==> src/rtl/eye_cal_pkg.sv <==
package eye_cal_pkg;

  typedef enum logic [2:0] {
    PH_EARLY,
    PH_SEEK,
    PH_TRACK,
    PH_RETURN,
    PH_COARSE
  } sweep_ph_e;

  typedef enum logic [1:0] {
    ST_IDLE,
    ST_MOVE,
    ST_EVAL
  } cal_st_e;

  // Centre of a passing span, rounded toward the first position.
  function automatic int span_centre(input int first_pos, input int last_pos);
    return first_pos + ((last_pos - first_pos) >>> 1);
  endfunction

  // Number of passing positions, both ends included.
  function automatic int span_width(input int first_pos, input int last_pos);
    return last_pos - first_pos + 1;
  endfunction

endpackage

==> src/rtl/eye_cal_stepper.sv <==
module eye_cal_stepper #(
  parameter int POS_W = 9
) (
  input  logic                    clk,
  input  logic                    rst_n,
  input  logic                    go_i,
  input  logic                    later_i,
  input  logic [POS_W-1:0]        count_i,
  input  logic                    ack_i,
  output logic                    req_o,
  output logic                    later_o,
  output logic signed [POS_W-1:0] pos_o,
  output logic                    done_o
);

  localparam logic signed [POS_W-1:0] ONE = 1;

  logic             active;
  logic             dir_q;
  logic [POS_W-1:0] remain;
  logic             take_step;

  assign take_step = active && ack_i;
  assign req_o     = active;
  assign later_o   = dir_q;

  always_ff @(posedge clk or negedge rst_n) begin
    if (!rst_n) begin
      active <= 1'b0;
      dir_q  <= 1'b0;
      remain <= '0;
      pos_o  <= '0;
      done_o <= 1'b0;
    end else begin
      done_o <= 1'b0;
      if (go_i && !active) begin
        active <= (count_i != '0);
        remain <= count_i;
        dir_q  <= later_i;
        done_o <= (count_i == '0);
      end else if (take_step) begin
        pos_o  <= dir_q ? pos_o + ONE : pos_o - ONE;
        remain <= remain - 1'b1;
        if (remain == POS_W'(1)) begin
          active <= 1'b0;
          done_o <= 1'b1;
        end
      end
    end
  end

  // the position moves only by one unit and only after an accepted step
  assert_pos_unit_step_R2: assert property (@(posedge clk) disable iff (!rst_n)
    (pos_o != $past(pos_o)) |->
      ($past(req_o && ack_i) &&
       ((pos_o - $past(pos_o) == ONE) || ($past(pos_o) - pos_o == ONE))));

  // an unanswered request stays up with the same direction
  assert_req_hold_R2: assert property (@(posedge clk) disable iff (!rst_n)
    (req_o && !ack_i) |=> (req_o && $stable(later_o)));

endmodule

==> src/rtl/eye_cal_judge.sv <==
module eye_cal_judge #(
  parameter int SETTLE = 4,
  parameter int NSAMP  = 4
) (
  input  logic clk,
  input  logic rst_n,
  input  logic go_i,
  input  logic ok_i,
  output logic done_o,
  output logic pass_o
);

  localparam int LONGEST = (SETTLE > NSAMP) ? SETTLE : NSAMP;
  localparam int CW      = $clog2(LONGEST + 1) + 1;

  typedef enum logic [1:0] { J_IDLE, J_SETTLE, J_SAMPLE } judge_st_e;

  judge_st_e       st;
  logic [CW-1:0]   cnt;
  logic            all_ok;
  logic            in_sample;

  assign in_sample = (st == J_SAMPLE);

  always_ff @(posedge clk or negedge rst_n) begin
    if (!rst_n) begin
      st     <= J_IDLE;
      cnt    <= '0;
      all_ok <= 1'b0;
      done_o <= 1'b0;
      pass_o <= 1'b0;
    end else begin
      done_o <= 1'b0;
      unique case (st)
        J_IDLE: if (go_i) begin
          st     <= J_SETTLE;
          cnt    <= CW'(SETTLE - 1);
          all_ok <= 1'b1;
        end
        J_SETTLE: begin
          if (cnt == '0) begin
            st  <= J_SAMPLE;
            cnt <= CW'(NSAMP - 1);
          end else begin
            cnt <= cnt - 1'b1;
          end
        end
        J_SAMPLE: begin
          all_ok <= all_ok && ok_i;
          if (cnt == '0) begin
            st     <= J_IDLE;
            done_o <= 1'b1;
            pass_o <= all_ok && ok_i;
          end else begin
            cnt <= cnt - 1'b1;
          end
        end
        default: st <= J_IDLE;
      endcase
    end
  end

  // a verdict follows only from the sampling window
  assert_verdict_after_sample_R3: assert property (@(posedge clk) disable iff (!rst_n)
    done_o |-> $past(in_sample));

  // a passing verdict needs the final sample high
  assert_pass_needs_ok_R3: assert property (@(posedge clk) disable iff (!rst_n)
    (done_o && pass_o) |-> $past(ok_i));

endmodule

==> src/rtl/eye_center_cal.sv <==
module eye_center_cal
  import eye_cal_pkg::*;
#(
  parameter int PERIOD_STEPS = 64,
  parameter int SETTLE       = 4,
  parameter int NSAMP        = 4,
  parameter int POS_W        = $clog2(PERIOD_STEPS) + 3,
  parameter int WID_W        = $clog2(PERIOD_STEPS + 1)
) (
  input  logic                    clk,
  input  logic                    rst_n,
  input  logic                    start_i,
  input  logic                    coarse_i,
  input  logic                    sample_ok_i,
  input  logic                    step_ack_i,
  output logic                    step_req_o,
  output logic                    step_later_o,
  output logic signed [POS_W-1:0] phase_pos_o,
  output logic                    busy_o,
  output logic                    cal_done_o,
  output logic                    cal_error_o,
  output logic [WID_W-1:0]        win_width_o
);

  localparam int CNT_W        = $clog2(PERIOD_STEPS + 1) + 1;
  localparam int COARSE_STEPS = PERIOD_STEPS / 8;
  localparam int COARSE_POSNS = 8;

  cal_st_e                 st;
  sweep_ph_e               ph;
  logic [CNT_W-1:0]        sweep_cnt;
  logic signed [POS_W-1:0] first_q, last_q, centre_d;
  logic                    move_go, move_later, move_done;
  logic [POS_W-1:0]        move_cnt;
  logic                    eval_go, eval_done, eval_pass;
  logic                    coarse_q;
  logic                    sweep_limit;

  assign sweep_limit = (sweep_cnt == CNT_W'(PERIOD_STEPS));
  assign centre_d    = POS_W'(span_centre(int'(first_q), int'(last_q)));

  eye_cal_stepper #(.POS_W(POS_W)) u_stepper (
    .clk     (clk),
    .rst_n   (rst_n),
    .go_i    (move_go),
    .later_i (move_later),
    .count_i (move_cnt),
    .ack_i   (step_ack_i),
    .req_o   (step_req_o),
    .later_o (step_later_o),
    .pos_o   (phase_pos_o),
    .done_o  (move_done)
  );

  eye_cal_judge #(.SETTLE(SETTLE), .NSAMP(NSAMP)) u_judge (
    .clk    (clk),
    .rst_n  (rst_n),
    .go_i   (eval_go),
    .ok_i   (sample_ok_i),
    .done_o (eval_done),
    .pass_o (eval_pass)
  );

  always_ff @(posedge clk or negedge rst_n) begin
    if (!rst_n) begin
      st          <= ST_IDLE;
      ph          <= PH_EARLY;
      sweep_cnt   <= '0;
      first_q     <= '0;
      last_q      <= '0;
      move_go     <= 1'b0;
      move_later  <= 1'b0;
      move_cnt    <= '0;
      eval_go     <= 1'b0;
      coarse_q    <= 1'b0;
      busy_o      <= 1'b0;
      cal_done_o  <= 1'b0;
      cal_error_o <= 1'b0;
      win_width_o <= '0;
    end else begin
      move_go <= 1'b0;
      eval_go <= 1'b0;
      unique case (st)
        ST_IDLE: if (start_i) begin
          busy_o      <= 1'b1;
          cal_done_o  <= 1'b0;
          cal_error_o <= 1'b0;
          win_width_o <= '0;
          coarse_q    <= coarse_i;
          sweep_cnt   <= (coarse_i) ? CNT_W'(0) : CNT_W'(1);
          if (coarse_i) begin
            ph      <= PH_COARSE;
            eval_go <= 1'b1;
            st      <= ST_EVAL;
          end else begin
            ph         <= PH_EARLY;
            move_go    <= 1'b1;
            move_later <= 1'b0;
            move_cnt   <= POS_W'(1);
            st         <= ST_MOVE;
          end
        end
        ST_MOVE: if (move_done) begin
          if (ph == PH_RETURN) begin
            busy_o     <= 1'b0;
            cal_done_o <= 1'b1;
            st         <= ST_IDLE;
          end else begin
            eval_go <= 1'b1;
            st      <= ST_EVAL;
          end
        end
        ST_EVAL: if (eval_done) begin
          st       <= ST_MOVE;
          move_go  <= 1'b1;
          move_cnt <= POS_W'(1);
          unique case (ph)
            PH_EARLY: begin
              if (!eval_pass) begin
                ph         <= PH_SEEK;
                sweep_cnt  <= CNT_W'(1);
                move_later <= 1'b1;
              end else begin
                sweep_cnt  <= sweep_cnt + 1'b1;
                move_later <= 1'b0;
              end
              if (eval_pass && sweep_limit) begin
                move_go <= 1'b0;
                st      <= ST_IDLE;
                busy_o  <= 1'b0;
                cal_error_o <= 1'b1;
              end
            end
            PH_SEEK: begin
              move_later <= 1'b1;
              if (eval_pass) begin
                ph        <= PH_TRACK;
                first_q   <= phase_pos_o;
                last_q    <= phase_pos_o;
                sweep_cnt <= CNT_W'(1);
              end else if (sweep_limit) begin
                move_go     <= 1'b0;
                st          <= ST_IDLE;
                busy_o      <= 1'b0;
                cal_error_o <= 1'b1;
              end else begin
                sweep_cnt <= sweep_cnt + 1'b1;
              end
            end
            PH_TRACK: begin
              if (!eval_pass) begin
                ph          <= PH_RETURN;
                move_later  <= 1'b0;
                move_cnt    <= POS_W'(phase_pos_o - centre_d);
                win_width_o <= WID_W'(span_width(int'(first_q), int'(last_q)));
              end else if (sweep_limit) begin
                move_go     <= 1'b0;
                st          <= ST_IDLE;
                busy_o      <= 1'b0;
                cal_error_o <= 1'b1;
              end else begin
                last_q     <= phase_pos_o;
                sweep_cnt  <= sweep_cnt + 1'b1;
                move_later <= 1'b1;
              end
            end
            PH_COARSE: begin
              move_later <= 1'b1;
              move_cnt   <= POS_W'(COARSE_STEPS);
              if (eval_pass) begin
                move_go    <= 1'b0;
                st         <= ST_IDLE;
                busy_o     <= 1'b0;
                cal_done_o <= 1'b1;
              end else if (sweep_cnt == CNT_W'(COARSE_POSNS - 1)) begin
                move_go     <= 1'b0;
                st          <= ST_IDLE;
                busy_o      <= 1'b0;
                cal_error_o <= 1'b1;
              end else begin
                sweep_cnt <= sweep_cnt + 1'b1;
              end
            end
            default: begin
              move_go <= 1'b0;
              st      <= ST_IDLE;
              busy_o  <= 1'b0;
            end
          endcase
        end
        default: st <= ST_IDLE;
      endcase
    end
  end

  // steps are only requested during a run
  assert_req_in_run_R9: assert property (@(posedge clk) disable iff (!rst_n)
    step_req_o |-> busy_o);

  // the phase is held between runs
  assert_hold_between_runs_R9: assert property (@(posedge clk) disable iff (!rst_n)
    (!busy_o && $past(!busy_o)) |-> $stable(phase_pos_o));

  // a run never ends both centred and failed
  assert_done_error_excl_R8: assert property (@(posedge clk) disable iff (!rst_n)
    !(cal_done_o && cal_error_o));

  // a centred fine run reports a non-empty window
  assert_fine_width_nonzero_R6: assert property (@(posedge clk) disable iff (!rst_n)
    ($rose(cal_done_o) && !coarse_q) |-> (win_width_o != '0));

  // a run in progress stays in progress when start is pulsed again
  assert_start_ignored_R10: assert property (@(posedge clk) disable iff (!rst_n)
    (busy_o && start_i && !move_done && !eval_done) |=> busy_o);

endmodule

==> config.mk <==
export PLATFORM = sky130hd
export DESIGN_NAME = eye_center_cal
export DESIGN_NICKNAME = d
export VERILOG_FILES = /design/src/rtl/eye_cal_pkg.sv /design/src/rtl/eye_cal_stepper.sv /design/src/rtl/eye_cal_judge.sv /design/src/rtl/eye_center_cal.sv
export SDC_FILE = /design/constraint.sdc
export NUM_CORES = 1
export LEC_CHECK = 0
export BUFFER_PORTS_ARGS = -buffer_cell sky130_fd_sc_hd__buf_2
export CELL_PAD_IN_SITES_DETAIL_PLACEMENT = 1
export CELL_PAD_IN_SITES_GLOBAL_PLACEMENT = 2
export CORE_MARGIN = 2
export CORE_UTILIZATION = 39
export DETAILED_ROUTE_END_ITERATION = 6
export HOLD_SLACK_MARGIN = 0.06
export PLACE_DENSITY = 0.76
export SETUP_SLACK_MARGIN = 0.4
export SYNTH_ARGS = -nofsm -noshare
export SYNTH_HDL_FRONTEND = slang
export SYNTH_SLANG_ARGS = --single-unit
==> constraint.sdc <==
create_clock -name clk -period 4.2 [get_ports clk]
set_input_delay 0.84 -clock clk [delete_from_list [all_inputs] [get_ports clk]]
set_output_delay 0.84 -clock clk [all_outputs]
set_load 0.02 [all_outputs]
==> Word-level counts from Yosys, hierarchy flattened <==
Cells that the tools add are included.
{ "totals": {"regBits": 83} }
{ "classes": {"mux": 120, "bitwise": 1, "reduce_logical": 36, "eq_ne": 41, "addsub": 9} }
{ "op_table": {"columns": ["operator", "n"], "rows": [
  ["$mux W9", 10],
  ["$mux W8", 8],
  ["$mux W1", 58],
  ["$pmux W9 S2", 3],
  ["$pmux W8 S4", 1],
  ["$mux W7", 4],
  ["$ne A3 B3 Y1 const B", 7],
  ["$reduce_and A7 Y1", 3],
  ["$mux W3", 6],
  ["$ne A2 B2 Y1 const B", 9],
  ["$reduce_and A9 Y1", 2],
  ["$mux W2", 8],
  ["$pmux W8 S2", 1],
  ["$ne A2 B1 Y1 const B", 7],
  ["$pmux W7 S2", 1],
  ["$mux W4", 3],
  ["$pmux W1 S4", 3],
  ["$pmux W2 S3", 2],
  ["$pmux W4 S3", 1],
  ["$reduce_and A6 Y1", 2],
  ["$pmux W1 S2", 5],
  ["$reduce_bool A2 Y1", 5],
  ["$sub A9 B9 Y10", 1],
  ["$add A9 B2 Y9 const B", 1],
  ["39 further kinds", 56]
]} }

==> Depth between registers and ports, before layout <==
{ "logic_depth": {"word_depth": 7, "depth_mapped": 18} }

==> By module <==
A second synthesis with hierarchy kept.
{ "hier_totals": {"hier_cells": 642, "hier_area_um2": 5834.3} }
{ "modules_own_cells": {"columns": ["module", "area_each_um2", "seq_area_each_um2", "cells_per_inst", "n_inst"], "rows": [
  ["eye_center_cal", 3932.5, 1326.3, 439, 1],
  ["eye_cal_stepper", 1355.0, 525.5, 150, 1],
  ["eye_cal_judge", 546.8, 225.2, 53, 1]
]} }

==> Least setup slack after synthesis <==
No wires, ideal clock.
{ "synth_timing": {"path_kind": "reg2reg", "start": "register first_q[0]", "end": "register move_cnt[8]", "t_required_ns": 4.072, "stages_incl_launch_ff": 16, "setup_time_ns": 0.128, "path_buffers": 0, "t_arrival_ns": 3.277, "slack_ns": 0.795, "path_cell_list": "dfrtp_1 > ha_1 > fa_1 > nor2b_1 > o311ai_0 > a21oi_1 > nor2_1 > fa_1 > inv_1 > ha_1 > and3_1 > a21oi_1 > nand3_1 > a32oi_1 > xor2_1 > o21ai_0"} }
{ "synth_via": {"elab_chain_len": 7} }
{ "synth_rtl": {"columns": ["element", "line_no", "rtl"], "rows": [
  ["from (decl)", "eye_center_cal.sv:32", "logic signed [POS_W-1:0] first_q, last_q, centre_d;"],
  ["from (signal assigned)", "eye_center_cal.sv:138", "first_q <= phase_pos_o;"],
  ["$sub A9 B9 Y10", null, null],
  ["$add A9 B9 Y9 *", "eye_cal_pkg.sv:19", "return first_pos + ((last_pos - first_pos) >>> 1);"],
  ["$sub A9 B9 Y9 *", "eye_center_cal.sv:154", "move_cnt <= POS_W'(phase_pos_o - centre_d);"],
  ["$mux W9 *", "eye_center_cal.sv:151", "if (!eval_pass) begin"],
  ["$pmux W9 S2 *", "eye_center_cal.sv:117", "unique case (ph)"],
  ["$mux W9 *", "eye_center_cal.sv:113", "ST_EVAL: if (eval_done) begin"],
  ["$pmux W9 S2 *", "eye_center_cal.sv:83", "unique case (st)"],
  ["to (signal assigned)", "eye_center_cal.sv:154", null],
  ["to (signal assigned)", "eye_center_cal.sv:169", "move_cnt <= POS_W'(COARSE_STEPS);"],
  ["to (decl)", "eye_center_cal.sv:34", "logic [POS_W-1:0] move_cnt;"]
]} }
Every way passes the cells marked *; elsewhere a longest branch is shown, timed or not. The select of a mux whose other input is x is not followed.
A chain may end at the register's enable or synchronous reset.

==> Worst setup path after layout <==
{ "layout_timing": {"start": "register first_q[1]", "end": "register move_cnt[8]"} }
The elaborated chain is that of the path after synthesis.

==> results.txt <==
Outcome = complete, no violations
Most instantiated flip-flop cell in the synthesis netlist = dfrtp_1
Critical path data required time = 4.43 ns
Global routing's busiest layer = met2
Vias in the first global route = 4,758
Actual transition at the worst max-transition pin = 0.957 ns
GR Util met2 = 33.2%
Arrival time worst endpoint = 3.96 ns
Worst-path maximum fanout = 3
CTS H-Tree Depth = 3
Count of buffers from port buffering = 26
Nature of the critical path endpoint = flop
Mapped Cells = 620
Buffer depth of the longest clock path = 2
Peak supply drop = 0.241 mV
Number of top-level design ports = 27
DR vias = 4,595
Die Footprint = 15,200 µm²
Total wire length = 14.4 mm
Min Tclk post-route = 3.73 ns
Crit path buf inv count = 2
Ordered cell list for the critical path = inv_2, ha_1, nor2b_4, o311a_1, o31a_1, o21a_1, nor2_1, xnor2_1, fa_1, inv_1, ha_4, o21ai_2, nor2_1, o41ai_2, a32oi_1, xor2_1, o21ai_1
Routability cong. = 0.783
Hold Vio Cnt, Final = 0
Number of standard-cell rows in the floorplan = 43
Initial Util = 39.9%
Filler Cells Inserted = 1,633
Min-Delay Path Class = flop to flop
Final antenna-violating net count = 0
Layout cell share with drive strength beyond 1 = 15.2%
Largest area contributor in the netlist = dfrtp_1
Avg WL per Cell = 17.2 µm
Number of nets in the final layout = 707
Startpoint types = flop
Number of search-and-repair iterations in the first detailed-routing pass = 5
Count of yosys warnings during synthesis = 0
Global-route usage over all layers = 19.7%
Max-slew headroom at the worst pin = 36.1%
TritonCTS sink count = 83
Proportion of register bits with asynchronous set or reset after synthesis = 100%
Largest net degree at the start of global routing = 72
Cell type group with the largest total delay on the critical path = compound AO/OA/AOI/OAI gates
Multi-input gate area in the final layout = 3300 µm²
Worst setup skew after layout = 0.00831 ns
Grt met1 use = 26.3%
Most frequent standard cell in the layout excluding fill and tap cells = dfrtp_1
Mean instance size in the synthesized netlist = 8.98 µm²
Total clock buffers created by CTS = 9
Number of flops mapped to enable cells by yosys = 0
Setup-failing EPs final = 0
DRC = 0
DRC marker count from the first detailed-route iteration = 167
Static leakage = 2.87 nW
Number of vias per cell after detailed routing = 5.49
Max-Cap Viols = 0
Commonest cells after routing, fill and taps aside = 83 x dfrtp_1, 61 x nand2_1, 56 x inv_1
Achievable clock frequency = 0.268 GHz
Peak per-stage delay on the critical path = 0.48 ns
Top cells by area in the synthesized netlist = dfrtp_1 37%, ha_1 8.8%, o21ai_0 4.9%, nand2_1 4.1%, inv_1 4.0%
Worst-skew pair later-pin latency = 0.35 ns
Detail Placement HPWL = 10.5 mm
Met3 usage in global routing = 2.63%
ANT cells = 0
Horizontal die dimension = 123 µm
Critical path class = flop to flop
Std-Cell Core Area = 13,900 µm²
Area added between synthesis and finish = 13.8%
Number of nets produced by synthesis = 675
Total negative slack = 0 ns
Clock tree from TritonCTS = done
Root buf cell = clkbuf_16
Post-synth cell types = 63
Total grt overflow = 0
Die outline height = 123 µm
Slew Viols, Final = 0
Final core utilization = 45.4%
Standard cell with the maximum stage delay on the critical path = fa_1
Area taken by flip-flops and latches = 2080 µm²
Share of synthesized area occupied by flip-flops and latches = 37.3%
Hold-fix buffers at CTS = 0
Top cell by count, worst path = nor2_1
Clock Pin Slew Worst Setup and Hold Paths = 0.07 ns
Unrepaired setup endpoints after global routing = false
Total of flip-flops plus latches after synthesis = 83
Area share of the largest cell type after synthesis = 37.3%
Post-synth design cell area = 5570 µm²
Antenna violations before repair = 0
Global-route wire length before repair = 23.3 mm
Power density over cell area = 619 nW/µm²
Part of the cycle the worst path needs = 88.8%
==> cell usage after synthesis (3+ instances only) <==
| master | instances |
|---|---|
| a211oi_1 | 6 |
| a21o_1 | 4 |
| a21oi_1 | 32 |
| a221o_1 | 3 |
| a22o_1 | 8 |
| a31oi_1 | 3 |
| and3_1 | 4 |
| buf_2 | 5 |
| clkbuf_1 | 10 |
| dfrtp_1 | 83 |
| fa_1 | 10 |
| ha_1 | 39 |
| inv_1 | 59 |
| mux2_2 | 11 |
| nand2_1 | 61 |
| nand2b_1 | 15 |
| nand3_1 | 11 |
| nand3b_1 | 3 |
| nor2_1 | 48 |
| nor2b_1 | 14 |
| nor3_1 | 20 |
| nor4_1 | 4 |
| o211ai_1 | 6 |
| o21a_1 | 6 |
| o21ai_0 | 55 |
| o21ai_1 | 7 |
| o21bai_1 | 4 |
| o22a_1 | 4 |
| o22ai_1 | 3 |
| o311ai_0 | 5 |
| o31a_1 | 3 |
| o31ai_1 | 7 |
| or2_2 | 4 |
| xnor2_1 | 17 |
| xor2_1 | 8 |
==> power breakdown <==
group          switching [mW]  internal (mW)  total [mW]
combinational            1.15          0.787        1.94
sequential              0.239          0.971        1.21
clock                   0.340          0.434       0.774
==> logic make-up (layout without fill, tap and decap cells) <==
logic type | Yosys count | in the layout | synth area share [%]
compound gates | 175 | 175 | 20.9
simple gates | 200 | 200 | 17.6
mux | 13 | 13 | 2.59
flops | 83 | 83 | 37.3
fa+ha+maj | 49 | 49 | 12.4
buf+inv | 75 | 112 | 5.31
xor+xnor | 25 | 25 | 3.93
==> flip-flops by register name, indices dropped and copies added, names as in the netlist, 2 cells and up <==
signal / flops
u_stepper.pos_o: 9
move_cnt: 9
last_q: 9
st: 2
u_judge.st: 2
win_width_o: 7
ph: 3
u_judge.cnt: 4
first_q: 9
u_stepper.remain: 9
sweep_cnt: 8
==> stage by stage <==
step / cells / hold WS, ns / total power [mW] / cell area [µm²] / worst slack [ns]
5_1_grt: 837 / 0.521 / 4.27 / 6330 / 0.315
3_5_place_dp: 815 / 0.474 / 3.08 / 5900 / 0.393
3_3_place_gp: 815 / 0.465 / 3.01 / 5900 / 0.523
2_1_floorplan: 620 / 0.449 / 2.58 / 5570 / 0.795
4_1_cts: 831 / 0.490 / 3.87 / 6190 / 0.419
6_report: 837 / 0.488 / 3.92 / 6330 / 0.470
==> layout make-up <==
class / count / share of cell area, %
clock buffer: 11 / 3.99
sequential: 83 / 32.8
multi-input combinational: 462 / 52.2
timing repair buffer: 37 / 3.40
clock inverter: 5 / 0.593
tap: 180 / 3.56
inverter: 59 / 3.50
==> routing by layer <==
layer | part of all wire, % | wire, µm | up-vias
met5 | 0 | 0 | -
met2 | 48 | 6920 | 26
met4 | 1.3 | 190 | 0
met3 | 1.3 | 182 | 15
met1 | 49 | 7090 | 2296
li1 | - | - | 2258
==> worst paths after layout <==
| path | end | start | cells after the start | slack (ns) |
|---|---|---|---|---|
| setup / recovery | move_cnt[8] | first_q[1] | 17 | 0.47 |
| hold / removal | cal_error_o | cal_error_o | 1 | 0.49 |
| setup reg to reg | move_cnt[8] | first_q[1] | 17 | 0.47 |
| hold reg to reg | cal_error_o | cal_error_o | 1 | 0.49 |
| max in group asynchronous | first_q[7] | rst_n | 2 | 2.82 |
| min in group asynchronous | sweep_cnt[2] | rst_n | 1 | 0.60 |
==> what timing repair did <==
item | CTS | global route
gates cloned | 0 | 0
endpoints found under the setup margin | 1 | 2
pin swaps | 1 | 10
gates resized for setup | 1 | 25
setup buffers | 0 | 6
Note: power is estimated with default switching activity, not from simulation.
